--- src/rtl/rat_pkg.sv ---
package rat_pkg;

    localparam int DEF_ARCH_REGS = 16;
    localparam int DEF_ROB_SLOTS = 32;

    // Next-state choice for one table entry.
    typedef enum logic [1:0] {
        UPD_HOLD  = 2'd0,
        UPD_CLEAR = 2'd1,
        UPD_MAP   = 2'd2
    } upd_e;

    function automatic int idx_bits(input int n);
        return (n <= 2) ? 1 : $clog2(n);
    endfunction

    // Flush outranks the rename write, which outranks a commit clear.
    function automatic upd_e pick_update(input logic flush_i,
                                         input logic wr_hit_i,
                                         input logic cm_match_i);
        if (flush_i)         return UPD_CLEAR;
        else if (wr_hit_i)   return UPD_MAP;
        else if (cm_match_i) return UPD_CLEAR;
        else                 return UPD_HOLD;
    endfunction

endpackage

--- src/rtl/rat_decoder.sv ---
module rat_decoder #(
    parameter int N     = rat_pkg::DEF_ARCH_REGS,
    parameter int IDX_W = rat_pkg::idx_bits(N)
) (
    input  logic             en,
    input  logic [IDX_W-1:0] idx,
    output logic [N-1:0]     hit
);
    always_comb begin
        for (int i = 0; i < N; i++) begin
            hit[i] = en && (idx == IDX_W'(i));
        end
    end
endmodule

--- src/rtl/rat_entry.sv ---
module rat_entry
    import rat_pkg::*;
#(
    parameter int TAG_W = idx_bits(DEF_ROB_SLOTS)
) (
    input  logic             clk,
    input  logic             rst,
    input  logic             flush,
    input  logic             wr_hit,
    input  logic [TAG_W-1:0] wr_tag,
    input  logic             cm_hit,
    input  logic [TAG_W-1:0] cm_tag,
    output logic             map_valid,
    output logic [TAG_W-1:0] map_tag
);
    logic cm_match;
    upd_e action;

    assign cm_match = cm_hit && map_valid && (map_tag == cm_tag);
    assign action   = pick_update(flush, wr_hit, cm_match);

    always_ff @(posedge clk) begin
        if (rst) begin
            map_valid <= 1'b0;
            map_tag   <= '0;
        end else begin
            unique case (action)
                UPD_MAP: begin
                    map_valid <= 1'b1;
                    map_tag   <= wr_tag;
                end
                UPD_CLEAR: begin
                    map_valid <= 1'b0;
                    map_tag   <= '0;
                end
                default: ;
            endcase
        end
    end

    p_flush_clears_r8: assert property (@(posedge clk) disable iff (rst)
        flush |=> !map_valid);

    p_rename_maps_r3: assert property (@(posedge clk) disable iff (rst)
        (wr_hit && !flush) |=> (map_valid && map_tag == $past(wr_tag)));

    p_commit_clears_r5: assert property (@(posedge clk) disable iff (rst)
        (cm_hit && map_valid && map_tag == cm_tag && !wr_hit && !flush) |=> !map_valid);

    p_stale_commit_keeps_r6: assert property (@(posedge clk) disable iff (rst)
        (cm_hit && map_tag != cm_tag && !wr_hit && !flush)
            |=> ($stable(map_valid) && $stable(map_tag)));

    p_rename_beats_commit_r7: assert property (@(posedge clk) disable iff (rst)
        (wr_hit && cm_hit && !flush) |=> map_valid);

endmodule

--- src/rtl/rat_read_port.sv ---
module rat_read_port #(
    parameter int N     = rat_pkg::DEF_ARCH_REGS,
    parameter int TAG_W = rat_pkg::idx_bits(rat_pkg::DEF_ROB_SLOTS),
    parameter int IDX_W = rat_pkg::idx_bits(N)
) (
    input  logic [N-1:0]       valid_vec,
    input  logic [N*TAG_W-1:0] tag_flat,
    input  logic [IDX_W-1:0]   rd_idx,
    output logic               rd_valid,
    output logic [TAG_W-1:0]   rd_tag
);
    always_comb begin
        rd_valid = 1'b0;
        rd_tag   = '0;
        for (int i = 0; i < N; i++) begin
            if (rd_idx == IDX_W'(i) && valid_vec[i]) begin
                rd_valid = 1'b1;
                rd_tag   = tag_flat[i*TAG_W +: TAG_W];
            end
        end
    end
endmodule

--- src/rtl/rat_table.sv ---
module rat_table
    import rat_pkg::*;
#(
    parameter int NUM_ARCH_REGS = DEF_ARCH_REGS,
    parameter int ROB_SLOTS     = DEF_ROB_SLOTS,
    parameter int IDX_W         = idx_bits(NUM_ARCH_REGS),
    parameter int TAG_W         = idx_bits(ROB_SLOTS)
) (
    input  logic             clk,
    input  logic             rst,
    input  logic             flush,
    input  logic             ren_valid,
    input  logic [IDX_W-1:0] ren_dst,
    input  logic [TAG_W-1:0] ren_tag,
    input  logic [IDX_W-1:0] src0_reg,
    output logic             src0_valid,
    output logic [TAG_W-1:0] src0_tag,
    input  logic [IDX_W-1:0] src1_reg,
    output logic             src1_valid,
    output logic [TAG_W-1:0] src1_tag,
    input  logic             cm_valid,
    input  logic [IDX_W-1:0] cm_reg,
    input  logic [TAG_W-1:0] cm_tag
);
    localparam int N_SRC = 2;

    logic [NUM_ARCH_REGS-1:0]       wr_hit;
    logic [NUM_ARCH_REGS-1:0]       cm_hit;
    logic [NUM_ARCH_REGS-1:0]       valid_vec;
    logic [NUM_ARCH_REGS*TAG_W-1:0] tag_flat;

    logic [IDX_W-1:0] src_reg   [N_SRC];
    logic             src_valid [N_SRC];
    logic [TAG_W-1:0] src_tag   [N_SRC];

    rat_decoder #(.N(NUM_ARCH_REGS), .IDX_W(IDX_W)) u_wr_dec (
        .en(ren_valid), .idx(ren_dst), .hit(wr_hit));

    rat_decoder #(.N(NUM_ARCH_REGS), .IDX_W(IDX_W)) u_cm_dec (
        .en(cm_valid), .idx(cm_reg), .hit(cm_hit));

    for (genvar g = 0; g < NUM_ARCH_REGS; g++) begin : g_entry
        rat_entry #(.TAG_W(TAG_W)) u_entry (
            .clk       (clk),
            .rst       (rst),
            .flush     (flush),
            .wr_hit    (wr_hit[g]),
            .wr_tag    (ren_tag),
            .cm_hit    (cm_hit[g]),
            .cm_tag    (cm_tag),
            .map_valid (valid_vec[g]),
            .map_tag   (tag_flat[g*TAG_W +: TAG_W])
        );
    end

    assign src_reg[0] = src0_reg;
    assign src_reg[1] = src1_reg;

    for (genvar p = 0; p < N_SRC; p++) begin : g_port
        rat_read_port #(.N(NUM_ARCH_REGS), .TAG_W(TAG_W), .IDX_W(IDX_W)) u_port (
            .valid_vec (valid_vec),
            .tag_flat  (tag_flat),
            .rd_idx    (src_reg[p]),
            .rd_valid  (src_valid[p]),
            .rd_tag    (src_tag[p])
        );
    end

    assign src0_valid = src_valid[0];
    assign src0_tag   = src_tag[0];
    assign src1_valid = src_valid[1];
    assign src1_tag   = src_tag[1];

    p_flush_all_r8: assert property (@(posedge clk) disable iff (rst)
        flush |=> (valid_vec == '0));

    p_idle_keeps_r9: assert property (@(posedge clk) disable iff (rst)
        (!flush && !ren_valid && !cm_valid) |=> $stable(valid_vec) && $stable(tag_flat));

endmodule

--- config.mk ---
export PLATFORM = sky130hd
export DESIGN_NAME = rat_table
export DESIGN_NICKNAME = d
export VERILOG_FILES = /design/src/rtl/rat_pkg.sv /design/src/rtl/rat_decoder.sv /design/src/rtl/rat_entry.sv /design/src/rtl/rat_read_port.sv /design/src/rtl/rat_table.sv
export SDC_FILE = /design/constraint.sdc
export NUM_CORES = 1
export LEC_CHECK = 0
export BUFFER_PORTS_ARGS = -buffer_cell sky130_fd_sc_hd__clkbuf_2
export CORE_ASPECT_RATIO = 0.6
export CORE_UTILIZATION = 40
export CTS_BUF_LIST = sky130_fd_sc_hd__clkbuf_4 sky130_fd_sc_hd__clkbuf_8 sky130_fd_sc_hd__clkbuf_16
export DETAILED_ROUTE_END_ITERATION = 10
export GPL_TIMING_DRIVEN = 0
export SYNTH_ARGS = -nofsm -noshare
export SYNTH_HDL_FRONTEND = slang
export SYNTH_SLANG_ARGS = --single-unit
--- constraint.sdc ---
create_clock -name clk -period 10.3 [get_ports clk]
set_clock_uncertainty 0.15 [all_clocks]
set_input_delay 3.09 -clock clk [delete_from_list [all_inputs] [get_ports clk]]
set_output_delay 3.09 -clock clk [all_outputs]
set_load 0.02 [all_outputs]
# ---- Word-level counts from Yosys, hierarchy flattened
# Cells that the tools add are included.
# Widths: inputs -> output; s select.
dict set report totals {
  out_inout_bits 12
  elab_cells 400
  regBits 96
}
dict set report classes {
  eq_ne 108
  n_mux 144
  n_reduce_logical 116
}
# operator n
set op_table {}
lappend op_table {{$mux 5} 32}
lappend op_table {{$pmux 5 s2} 16}
lappend op_table {{$eq 4x4->1 const B} 32}
lappend op_table {{$logic_and 1x1->1} 96}
lappend op_table {{$eq 5x5->1} 16}
lappend op_table {{$eq 4x3->1 const B} 16}
lappend op_table {{$mux 2} 32}
lappend op_table {{$mux 1} 48}
lappend op_table {{$eq 2x1->1 const B} 16}
lappend op_table {{$eq 2x2->1 const B} 16}
lappend op_table {{$eq 4x2->1 const B} 8}
lappend op_table {{$pmux 1 s2} 16}
lappend op_table {{$reduce_bool 2->1} 16}
lappend op_table {{$eq 4x1->1 const B} 4}
lappend op_table {{$logic_not 4->1} 4}

# ---- Logic depth before layout (Yosys ltp)
dict set report depth {
  ltp_word 18
  depth_mapped 11
}

# ---- By module
# A second synthesis with hierarchy kept.
dict set report hier_totals {
  hier_cells 876
  area_unflattened_um2 7056.8
}
# mod area_each_um2 cells_each instances
set modules_own_cells {}
lappend modules_own_cells {rat_entry 302.8 34 16}
lappend modules_own_cells {rat_read_port 988.4 143 2}
lappend modules_own_cells {rat_decoder 117.6 23 2}

# ---- Worst setup path after synthesis
# Ideal clock, no wire load.
dict set report synth_path {
  path_kind {input-to-output}
  from {input port src1_reg[1]}
  to {output port src1_tag[2]}
  cell_stages 7
  path_slack_ns 2.553
  arrival_time_ns 4.507
  cell_sequence {buf_6 -> or3_4 -> nor2_1 -> a22oi_1 -> a41oi_2 -> o31ai_1 -> a21oi_1}
}
dict set report synth_via {
  elab_chain_len 18
  word_cells_on_any_way 48
}
# item line
set synth_lines {}
lappend synth_lines {{from (decl)} rat_table.sv:18} ;# input logic [IDX_W-1:0] src1_reg,
lappend synth_lines {{$logic_not 4->1} rat_read_port.sv:16} ;# if (rd_idx == IDX_W'(i) && valid_vec[i]) begin
lappend synth_lines {{$logic_and 1x1->1} rat_read_port.sv:16}
lappend synth_lines {{$mux 5 (15 in series)} rat_read_port.sv:16}
lappend synth_lines {{$mux 5 *} rat_read_port.sv:16}
lappend synth_lines {{to (decl)} rat_table.sv:20} ;# output logic [TAG_W-1:0] src1_tag,
# Every way passes the cells marked *; elsewhere a longest branch is shown, timed or not.

# ---- Final worst setup path
dict set report layout_path {
  from {input port src1_reg[0]}
  to {output port src1_tag[1]}
}
# Same word-level chain as after synthesis.

==> results.py <==
metrics = {
    "finish": {
        "fillerInstances": 1734,
        "syn2layout_area_growth_pct": 11.1,
        "final_common_cell": "nor2_1",
        "nNetsFinal": 1010,
        "final_cell_mix": "nor2_1, a21oi_1, dfxtp_1",
        "drive_gt1_share_pct": 9.00,
        "fin_area_sq_um": 7670,
        "fin_cells": 1196,
    },
    "run": {
        "max_cap_viol_count": 0,
    },
    "detailed_routing": {
        "viasPerCell": 6.25,
        "drtAntennaViolNets": 0,
        "vias": 7480,
        "drt-initial-drc-count": 1068,
        "wirelength_um": 30800,
        "first_pass_iters": 5,
        "drt-wirelength-per-cell_um": 25.7,
        "drcViolationCount": 0,
    },
    "timing": {
        "final.min_clock_period_ps": 8540,
        "finalSetupViolCount": 0,
        "fin_setup_tns_ps": 0,
        "fin_ws_ps": 1760,
        "post-route-period-util_pct": 82.9,
        "maxSlewViolCount": 0,
        "rsz0062_at_grt": "false",
        "tightest_slew_ps": 896,
        "fmax_ghz": 0.117,
        "hold_viol_final": 0,
        "slew_headroom_pct": 40.3,
    },
    "placement": {
        "placed_cells": 1180,
        "io_buffers": 33,
        "hpwl_um": 23600,
        "routabilityCongestion": 1.07,
        "dpl-instance-area_sq_um": 7350,
        "pre_cts_slack_ps": 1870,
    },
    "floorplan": {
        "num_io_pins": 43,
        "die_y_um": 104,
        "initial_core_util_pct": 41.8,
        "dieWidth_um": 172,
        "rows": 36,
        "coreArea_sq_um": 16500,
        "die_area_sq_um": 17800,
    },
    "cts": {
        "ctsLongestPathBuffers": 2,
        "cts-buffers-inserted": 9,
        "ctsHoldBuffers": 0,
        "ctsResizeCount": 0,
        "htreeDepth": 3,
        "cts_tree": "done",
        "clk_pin_slew_ps": 70,
        "cts_root_buffer": "clkbuf_16",
        "clock_latency_ps": 360,
        "postCtsSetupBuffers": 0,
        "cts.sinks": 96,
    },
    "yosys": {
        "syn_inst": 919,
        "synth_seq_cells": 96,
        "yosysSeqAreaShare_pct": 27.8,
        "syn_nets": 966,
        "synthFlopType": "dfxtp_1",
        "synthArstFlopShare_pct": 0,
        "yosysTopAreaCell": "dfxtp_1",
        "yosysWarnings": 0,
        "synthTopCellsByArea": "dfxtp_1, nor2_1, xor2_1",
        "synthesis.area_sq_um": 6900,
        "ys_types": 72,
        "synth_edf_count": 0,
        "synth_top_area_share_pct": 27.8,
        "postSynthAreaPerCell_sq_um": 7.51,
    },
    "grt": {
        "grt_max_degree": 15,
        "grt_pass1_vias": 6597,
        "antenna_found_initial": 0,
        "gr-usage-all-layers_pct": 35.0,
        "overflow": 0,
        "grt_pass1_wl_um": 44400,
    },
    "worst_setup_path": {
        "required_ps": 7060,
        "cp.arrival_ps": 5300,
        "cp-start-kind": "input port",
        "cp-end-kind": "output port",
        "critPathMaxFanout": 10,
        "path_class": "input port to output port",
    },
    "hold_path": {
        "holdCritPathClass": "flop to flop",
    },
    "power": {
        "ir_worst_vdd_v": 0.000115,
        "power.leakage_nw": 2.88,
        "cellPowerDensity_nw_per_um2": 124,
    },
    "run_status": {
        "status": "finished, final reports clean",
    },
}
-- worst max-delay path: stages --
cell,delay (ps)
clkbuf_2,90
buf_4,210
buf_6,190
nand3_1,80
nor3_1,650
a22oi_1,270
nand4_1,190
a221oi_1,160
o21ai_1,170
clkbuf_2,190
-- layer usage --
metal  global-route usage, %  vias to the layer above  wire (um)
met5                       0                        -          0
met1                    52.9                     3563      14600
li1                        -                     3445          -
met3                    13.3                       44       4100
met2                    44.8                      428      11500
met4                    8.93                        0        641
-- cells by family after synthesis --
| logic type | synth area share (%) |
|---|---|
| simple gates | 31.3 |
| compound gates | 23.4 |
| flops | 27.8 |
| xor+xnor | 10.2 |
| buf+inv | 4.21 |
| fa+ha+maj | 2.90 |
| mux | 0.145 |
-- worst paths after layout --
check        slack [ps]  cells past startpoint                     startpoint                       endpoint
max                1760                     10                    src1_reg[0]                    src1_tag[1]
min                 440                      2  g_entry[11].u_entry.map_valid  g_entry[11].u_entry.map_valid
max reg2reg        7800                      8  g_entry[2].u_entry.map_tag[4]  g_entry[2].u_entry.map_tag[3]
min reg2reg         440                      2  g_entry[11].u_entry.map_valid  g_entry[11].u_entry.map_valid
-- Yosys cell counts (14+ instances only) --
master and number:
a221oi_1 14, ha_1 16, a22oi_1 38, clkbuf_1 41, nor3_1 29, a21o_1 17
a21oi_1 101, nand3_1 39, nand2_1 42, a2111oi_0 15, nor2_1 160, xor2_1 68
nor3b_1 62, dfxtp_1 96
-- cell type report --
cell class	count	area (sq um)	area share, %
inverter	5	18.8	0.245
clock inverter	2	37.5	0.490
tap	228	285	3.72
sequential	96	1920	25.1
antenna	1	2.50	0.0326
clock buffer	13	274	3.57
multi-input combinational	756	4690	61.2
timing repair buffer	33	165	2.15
buffer	62	272	3.54
-- flip-flops by register name, summed over array words and instances, names as in the netlist --
signal / count
g_entry.u_entry.map_tag: 80
g_entry.u_entry.map_valid: 16
-- report_power, final --
group          total, mW  internal [mW]  switching, mW
Sequential         0.418          0.388         0.0300
Combinational      0.175         0.0592          0.115
Clock              0.360          0.210          0.150
Total              0.953          0.657          0.296
-- through the flow --
stage / hold slack [ps] / power (mW) / util, %
after floorplan: 344 / 0.525 / -
after global placement: 397 / 0.592 / 44.5
after detailed placement: 417 / 0.593 / 44.5
after CTS: 434 / 0.949 / 46.4
after global routing: 457 / 0.984 / 46.4
final: 435 / 0.953 / 46.4
Power figures use the tool's default switching activity.
